[src/rtl/phc_pkg.sv]
package phc_pkg;
   localparam int DW_BITS  = 32;
   localparam int LEN_BITS = 10;

   typedef logic [2:0] reason_t;
   localparam reason_t RSN_OK        = 3'd0;
   localparam reason_t RSN_BAD_FMT   = 3'd1;
   localparam reason_t RSN_HDR_SHORT = 3'd2;
   localparam reason_t RSN_ADDR_LOW  = 3'd3;
   localparam reason_t RSN_PAY_SHORT = 3'd4;
   localparam reason_t RSN_NO_DIGEST = 3'd5;
   localparam reason_t RSN_EXCESS    = 3'd6;

   typedef struct packed {
      logic [2:0]          fmt;
      logic [4:0]          kind;
      logic [2:0]          tc;
      logic                relaxed;
      logic                nosnoop;
      logic                idbased;
      logic                digest;
      logic [LEN_BITS-1:0] len_raw;
   } hdr_t;

   // zero encodes the maximum payload
   function automatic logic [LEN_BITS:0] len_words(input logic [LEN_BITS-1:0] raw);
      len_words = (raw == '0) ? {1'b1, {LEN_BITS{1'b0}}} : {1'b0, raw};
   endfunction
endpackage

[src/rtl/phc_verdict.sv]
module phc_verdict
   import phc_pkg::*;
#(
   parameter int CNT_W        = 12,
   parameter bit ADDR_RULE_EN = 1'b1
) (
   input  hdr_t             hdr,
   input  logic [CNT_W-1:0] cur_idx,
   input  logic             hi_zero,
   output reason_t          reason
);
   localparam int CW = CNT_W + 1;

   logic [CW-1:0] total, hsize, body, exp_len, dig;
   logic          has_pay, addr_hit;

   always_comb begin
      total   = {1'b0, cur_idx} + CW'(1);
      hsize   = hdr.fmt[0] ? CW'(4) : CW'(3);
      body    = total - hsize;
      exp_len = CW'(len_words(hdr.len_raw));
      dig     = CW'(hdr.digest);
      has_pay = hdr.fmt[1];
   end

   generate
      if (ADDR_RULE_EN) begin : g_addr_rule
         assign addr_hit = hdr.fmt[0] && (hdr.kind[4:1] == 4'd0) && hi_zero;
      end else begin : g_no_addr_rule
         assign addr_hit = 1'b0;
      end
   endgenerate

   always_comb begin
      reason = RSN_OK;
      if (hdr.fmt[2])                                 reason = RSN_BAD_FMT;
      else if (total < hsize)                         reason = RSN_HDR_SHORT;
      else if (addr_hit)                              reason = RSN_ADDR_LOW;
      else if (has_pay) begin
         if (body < exp_len)                          reason = RSN_PAY_SHORT;
         else if (hdr.digest && body == exp_len)      reason = RSN_NO_DIGEST;
         else if (body > exp_len + dig)               reason = RSN_EXCESS;
      end else begin
         if (hdr.digest && body == '0)                reason = RSN_NO_DIGEST;
         else if (body > dig)                         reason = RSN_EXCESS;
      end
   end
endmodule

[config.mk]
export PLATFORM = sky130hd
export DESIGN_NAME = phc_verdict
export DESIGN_NICKNAME = d
export VERILOG_FILES = /design/src/rtl/phc_pkg.sv /design/src/rtl/phc_verdict.sv
export SDC_FILE = /design/constraint.sdc
export NUM_CORES = 1
export LEC_CHECK = 0
export BUFFER_PORTS_ARGS = -buffer_cell sky130_fd_sc_hd__buf_2
export CAP_MARGIN = 25
export CORE_AREA = 2 2 56 58
export DETAILED_ROUTE_END_ITERATION = 10
export DIE_AREA = 0 0 58 60
export GPL_TIMING_DRIVEN = 0
export PLACE_DENSITY_LB_ADDON = 0.2
export SYNTH_ARGS = -nofsm -noshare
export SYNTH_HDL_FRONTEND = slang
export SYNTH_SLANG_ARGS = --single-unit
[constraint.sdc]
create_clock -name vclk -period 13.3
set_clock_uncertainty 0.2 [all_clocks]
set_input_delay 1.33 -clock vclk [all_inputs]
set_output_delay 1.33 -clock vclk [all_outputs]
set_load 0.01 [all_outputs]
**Yosys cells after proc, flatten, opt, wreduce, memory -nomap -nowiden**

Index checks and enable logic that the tools add are counted.

- Muxes and demuxes: 11
- Equality and inequality tests: 1
- $lt $le $gt $ge: 4
- Reductions and logical operators: 7
- Add/subtract/negate cells: 3

Operators by type and width:

| operator | count |
|---|---|
| two-way mux 3 bit | 10 |
| adder 12 x 1 -> 13 bit (second input constant) | 1 |
| equality test 13 x 11 -> 1 bit | 1 |
| greater-than comparator 13 x 1 -> 1 bit | 1 |
| greater-than comparator 13 x 12 -> 1 bit | 1 |
| logical NOT 13 bit | 1 |
| less-than comparator 13 x 11 -> 1 bit | 1 |
| less-than comparator 13 x 3 -> 1 bit | 1 |
| subtractor 13 x 3 -> 13 bit | 1 |
| adder 11 x 1 -> 12 bit | 1 |
| two-way mux 11 bit | 1 |
| logical NOT 10 bit | 1 |
| logical AND 1 bit | 4 |
| logical NOT 4 bit | 1 |

- Input bits: 38
- Register bits: 0

**Depth between registers and ports, before layout**

Gate-level depths: netlist (run 1).

- Depth after elaboration: 11
- Gate-level depth with buffers: 19
- Depth with buffers taken out: 19

**Worst setup path after synthesis (run 1)**

OpenSTA, ideal clock, no wires.

- Path kind: input to output
- From: in cur_idx[0]
- To: out reason[2]
- Arrival: 4.924 ns
- Data required time: 11.770 ns
- Path buffers: 0
- Setup slack: 6.846 ns
- Stages on the path: 16
- Path through: ha_1 > fa_1 > a21oi_1 > nand2b_1 > o21ai_0 > nand4_1 > xor2_1 > ha_1 > and4_1 > a221o_1 > nor3_1 > nor3b_1 > a211oi_1 > a31oi_2 > nor4bb_1 > a2111oi_2

- Word-level cells in the longest chain between the ends: 10
- Elaborated cells between the ends (all ways): 19
- Those cells by class: 2 x add/sub; 4 x order compare; 1 x eq/ne; 9 x mux; 3 x reduce/logical

Ends and longest elaborated chain:

| item | line | source |
|---|---|---|
| from (decl) | phc_verdict.sv:8 | `input logic [CNT_W-1:0] cur_idx,` |
| adder 12 x 1 -> 13 bit (*) | phc_verdict.sv:18 | `total = {1'b0, cur_idx} + CW'(1);` |
| subtractor 13 x 3 -> 13 bit | phc_verdict.sv:20 | `body = total - hsize;` |
| greater-than comparator 13 x 12 -> 1 bit / equality test 13 x 11 -> 1 bit (equally long branches) | phc_verdict.sv:42, phc_verdict.sv:41 |  |
| two-way mux 3 bit / logical AND 1 bit (equally long branches) | phc_verdict.sv:42, phc_verdict.sv:41 |  |
| two-way mux 3 bit | phc_verdict.sv:41 | `else if (hdr.digest && body == exp_len) reason = RSN_NO_DIGEST;` |
| two-way mux 3 bit | phc_verdict.sv:40 | `if (body < exp_len) reason = RSN_PAY_SHORT;` |
| two-way mux 3 bit | phc_verdict.sv:39 | `else if (has_pay) begin` |
| two-way mux 3 bit | phc_verdict.sv:38 | `else if (addr_hit) reason = RSN_ADDR_LOW;` |
| two-way mux 3 bit (*) | phc_verdict.sv:37 | `else if (total < hsize) reason = RSN_HDR_SHORT;` |
| two-way mux 3 bit (*) | phc_verdict.sv:36 | `if (hdr.fmt[2]) reason = RSN_BAD_FMT;` |
| to (decl) | phc_verdict.sv:10 | `output reason_t reason` |

Every way passes the cells marked *; elsewhere a longest branch is shown, timed or not.

**Final worst setup path (run 1)**

Ends and elaborated chain as after synthesis.

==> results.tsv, run 1 <==
metric	value	unit
I/O Pins	41	
Worst path top cell family by delay	compound AO/OA/AOI/OAI gates	
Min-Delay Path Class	in -> out	
DR vias/cell	5.78	
GPL Wtd Cong	0.840	
power density cells	36.3	mW/mm2
final setup margin	6120	ps
startpoint class of the critical path	input pin	
Gate Count Post-Synth	235	
synth top area cells	ha_1 (22%), xnor2_1 (11%), nand2_1 (5.4%), xor2_1 (4.5%), inv_1 (4.3%)	
Min-Delay Endpoint	reason[2]	
overall fraction of global-route tracks in use	0.224	
Max Fclk	139	MHz
initial antenna violation count	0	
effective utilization at floorplan	0.598	
WHS	2740	ps
fillers	289	
Avg Inst Size Synth	7.39	um2
PostCTS Resize Cnt	0	
CP Capture Type	output port	
Core Box Area	0.00290	mm2
nets	338	
first-pass GRT wire length	6.29	mm
pin count of the biggest net entering global routing	11	
Syn-to-layout area delta	11.6	%
Synth Warn #	0	
Util after Layout	0.668	
Clock power frac	0	
Leakage	0.851	nW
max_cap viols	0	
Final Max Tran Viols	0	
grt ovf	0	
setup bufs post-CTS	0	
die area	0.00348	mm2
antenna cells	0	
sequential cell count	0	
Die Span Y	60	um
CP max FO	7	
crit share post-route	0.540	
DRC violations left	0	
worst path bufs/invs	2	
Die W	58	um
Final Setup Violations	0	
setup TNS	0	ps
hold_sp	hdr[24]	
kind of critical path	in -> out	
area occupied by registers	0	um2
clock buffer count	0	
Routed WL per cell	12.4	um
switching fraction of total power	0.557	
worst vdd ir	0.0268	mV
crit-path cells	buf_2 > ha_1 > fa_1 > a21oi_1 > nand2b_1 > o21ai_0 > nand4_1 > xor2_1 > ha_1 > and4_1 > a221o_1 > nor3_1 > nor3b_1 > a211oi_1 > a31oi_2 > nor4bb_1 > a2111oi_2 > buf_2	
max incr delay on CP	460	ps
hold buffers post-CTS	0	
crit path time final	7180	ps
Mapped Area	0.00174	mm2
register share of total power	0	
port bufs	32	
RSZ-0062 raised after global routing	false	
initial DRC count	68	
Worst Path Required	11770	ps
Post-Route WL	3.73	mm
CP Depth	18	
Yosys cell types	59	
internal power	31.1	uW
Yosys top cell by area	ha_1	
DR vias	1734	
Logic pwr share	1.000	
Worst EP arrival	5650	ps
post-synthesis sequential area ratio	0	
sw power	39.2	uW
Antenna Violating Nets Remaining	0	
vias in the first global route	1469	
run status	completed	
Slowest cell on crit path	fa_1	
fraction of layout instances using a drive strength above 1	0.195	
share of the synthesized area in the top cell type	0.216	
detailed placer's ending HPWL	3.36	mm
DRT Pass-1 Iters	4	
Rows	20	
syn nets	304	
final hold violations	0	
Placement Setup Slack	6140	ps
WHS Path Cells	3	
==> cells in the mapped netlist, drive strengths merged (6+ instances only) <==
| library cell | n |
|---|---|
| o21ai | 7 |
| and3 | 6 |
| a21oi | 10 |
| ha | 30 |
| nor2 | 9 |
| xor2 | 10 |
| nand4 | 8 |
| nand2 | 25 |
| inv | 20 |
| nor3 | 9 |
| nand3 | 12 |
| xnor2 | 21 |
==> logic make-up after synthesis <==
family,count (synthesis),share of synthesized area
adders and majority gates,31,0.228
other,1,0.00216
xor gates and xnor gates,32,0.174
AOI/OAI and AO/OA,42,0.187
buffers and inverters,25,0.0547
and+or+nand+nor,104,0.354
==> power groups by stage <==
stage	Clock (mW)	Combinational [mW]	Sequential (mW)
global placement	0	0.0694	0
global route	0	0.0808	0
detailed placement	0	0.0704	0
floorplan	0	0.0508	0
CTS	0	0.0708	0
finish	0	0.0703	0
==> cells in the final DEF (no fill, tap or decap), types with 2 or more instances in the layout <==
| master | n |
|---|---|
| or3_1 | 4 |
| o211ai_1 | 4 |
| inv_1 | 20 |
| o21ai_0 | 5 |
| o21ai_1 | 2 |
| and3_1 | 5 |
| buf_2 | 33 |
| a221o_1 | 2 |
| nor3_1 | 8 |
| clkbuf_1 | 4 |
| nand3_1 | 12 |
| nor2_1 | 8 |
| ha_1 | 30 |
| nor3b_1 | 4 |
| xor2_1 | 9 |
| nor4_1 | 4 |
| nor2b_1 | 4 |
| nand2_1 | 25 |
| nand2b_1 | 3 |
| nand4_1 | 7 |
| and4_1 | 2 |
| xnor2_1 | 21 |
| a21oi_1 | 10 |
| o21a_1 | 2 |
| nand4b_1 | 2 |
| and2_1 | 3 |
| a211oi_1 | 2 |
==> worst max-delay path by stage <==
stage,from,end,slack (ps)
floorplan,cur_idx[0],reason[2],6850
global placement,cur_idx[0],reason[2],6150
detailed placement,cur_idx[0],reason[2],6140
CTS,cur_idx[0],reason[2],6130
global route,cur_idx[0],reason[2],5740
finish,cur_idx[0],reason[2],6120
==> routing by layer <==
| layer | up-vias | GRT usage | routed length [um] |
|---|---|---|---|
| li1 | 934 | - | - |
| met1 | 774 | 0.333 | 1910 |
| met2 | 22 | 0.372 | 1690 |
| met3 | 4 | 0.0108 | 99 |
| met4 | 0 | 0.0166 | 29 |
| met5 | - | 0 | 0 |
==> stage by stage <==
stage	instance area, um2	instances	total power [mW]
after floorplan	1740	235	0.0508
after global routing	1940	300	0.0808
final	1940	300	0.0703
after detailed placement	1940	300	0.0704
after global placement	1940	300	0.0694
after CTS	1940	300	0.0708
==> layout make-up <==
type | instances | area [um2] | share of cell area
Tap cell | 33 | 41.3 | 0.0213
Timing Repair Buffer | 32 | 160 | 0.0826
Inverter | 20 | 75.1 | 0.0387
Buffer | 5 | 20.0 | 0.0103
Multi-Input combinational cell | 210 | 1640 | 0.847
No activity file was read; power rests on OpenSTA's default activity.
==> run 2: changes to the inputs <==
--- a/config.mk
+++ b/config.mk
@@ -7,9 +7,9 @@
 export LEC_CHECK = 0
 export BUFFER_PORTS_ARGS = -buffer_cell sky130_fd_sc_hd__buf_2
 export CAP_MARGIN = 25
-export CORE_AREA = 2 2 56 58
+export CORE_AREA = 2 2 58 60
 export DETAILED_ROUTE_END_ITERATION = 10
-export DIE_AREA = 0 0 58 60
+export DIE_AREA = 0 0 60 62
 export GPL_TIMING_DRIVEN = 0
 export PLACE_DENSITY_LB_ADDON = 0.2
 export SYNTH_ARGS = -nofsm -noshare
==> constraint.sdc (replaced) <==
create_clock -name vclk -period 6.67
set_clock_uncertainty 0.2 [all_clocks]
set_input_delay 0.667 -clock vclk [all_inputs]
set_output_delay 0.667 -clock vclk [all_outputs]
set_load 0.01 [all_outputs]
==> results.tsv, run 2 (same netlist as run 1, synthesis figures left out) <==
metric	value	unit	change
vias in the first global route	1472		+0.20%
PostCTS Resize Cnt	0		unchanged
Placement Setup Slack	779	ps	-5360 ps
crit share post-route	0.894		
effective utilization at floorplan	0.546		-0.0520
Post-Place Cells	313		+4.3%
port bufs	32		unchanged
crit path time final	5960	ps	
GPL Wtd Cong	0.827		-1.7%
Leakage	0.851	nW	unchanged
CP Capture Type	output port		
kind of critical path	in -> out		
Routed WL per cell	12.3	um	-0.89%
Rows	21		+5.0%
commonest non-fill, non-tap cells in the layout	buf_2 (33), ha_1 (30), nand2_1 (25)		
Min-Delay Path Class	in -> out		
post-route cell area	0.00195	mm2	+0.84%
Die Span Y	62	um	+3.3%
DR vias	1737		+0.17%
Util after Layout	0.615		-0.0530
Antenna Violating Nets Remaining	0		unchanged
DRT Pass-1 Iters	4		unchanged
initial DRC count	58		-15%
final hold violations	0		unchanged
Final Setup Violations	0		unchanged
Post-DP Area	0.00195	mm2	+0.84%
startpoint class of the critical path	input pin		
Die W	60	um	+3.4%
setup bufs post-CTS	0		unchanged
DR vias/cell	5.55		-4.0%
RSZ-0062 raised after global routing	false		
Post-Route WL	3.85	mm	+3.4%
Worst Path Required	5800	ps	-5970 ps
Logic pwr share	1.000		about the same
pin count of the biggest net entering global routing	11		unchanged
commonest non-fill, non-tap cell in the layout	buf_2		
DRC violations left	0		unchanged
sequential cell count	0		unchanged
fraction of layout instances using a drive strength above 1	0.195		unchanged
Worst EP arrival	5100	ps	-550 ps
max_cap viols	0		unchanged
clock buffer count	0		unchanged
area occupied by registers	0	um2	unchanged
switching fraction of total power	0.558		about the same
register share of total power	0		unchanged
initial antenna violation count	0		unchanged
worst setup path end	reason[2]		
nets	338		unchanged
I/O Pins	41		unchanged
Core Box Area	0.00318	mm2	+9.5%
sw power	78.4	uW	+100%
Max Fclk	168	MHz	
Syn-to-layout area delta	12.5	%	
detailed placer's ending HPWL	3.43	mm	+2.2%
grt ovf	0		unchanged
CP max FO	7		unchanged
Final Max Tran Viols	0		unchanged
antenna cells	0		unchanged
worst vdd ir	0.0442	mV	+65%
CP startpoint	cur_idx[0]		
internal power	62.1	uW	+100%
overall fraction of global-route tracks in use	0.218		-0.00612
first-pass GRT wire length	6.44	mm	+2.4%
power density cells	71.9	mW/mm2	+98%
hold buffers post-CTS	0		unchanged
setup TNS	0	ps	unchanged
Clock power frac	0		unchanged
die area	0.00372	mm2	+6.9%
run status	completed		
fin cells	313		+4.3%
final setup margin	707	ps	-5410 ps
run 2: cell counts in the layout (fill, tap and decap cells not counted):
Identical to the previous run, type by type.
run 2: final cells by class:
type               count  area (um2)
repair buffers        32         160
well taps             46        57.6
inverters             20        75.1
fillers              318        1220
multi-input cells    210        1640
plain buffers          5        20.0
run 2: metrics by stage:
step / total power [mW] / hold slack, ps
after floorplan: 0.101 / 1160
after global placement: 0.138 / 1410
after detailed placement: 0.141 / 1410
after CTS: 0.142 / 1410
after global routing: 0.163 / 1420
final: 0.141 / 1410
run 2: power groups by stage:
stage,combinational [mW],clock [mW],sequential (mW)
floorplan,0.101,0,0
global placement,0.138,0,0
detailed placement,0.141,0,0
CTS,0.142,0,0
global route,0.164,0,0
finish,0.141,0,0
run 2: worst min path at each step:
stage	start	endpoint	slack, ps	cells past startpoint
final	hdr[24]	reason[2]	1410	3
after global routing	hdr[24]	reason[2]	1420	3
after CTS	hdr[24]	reason[2]	1410	3
after detailed placement	hdr[24]	reason[2]	1410	3
after global placement	hdr[24]	reason[2]	1410	3
after floorplan	hdr[24]	reason[2]	1160	1
run 2: metal layers:
layer | track usage | vias to the layer above | wire length [um]
li1 | - | 931 | -
met1 | 0.320 | 781 | 1950
met2 | 0.382 | 25 | 1790
met3 | 0.00207 | 0 | 111
met4 | 0 | 0 | 0
met5 | 0 | - | 0
run 2: critical path, stage by stage:
cell and delay, ps:
buf_2 140, ha_1 340, fa_1 460, a21oi_1 280, nand2b_1 80, o21ai_0 300, nand4_1 240, xor2_1 240
ha_1 330, and4_1 250, a221o_1 390, nor3_1 270, nor3b_1 90, a211oi_1 300, a31oi_2 70, nor4bb_1 390
a2111oi_2 90, buf_2 160
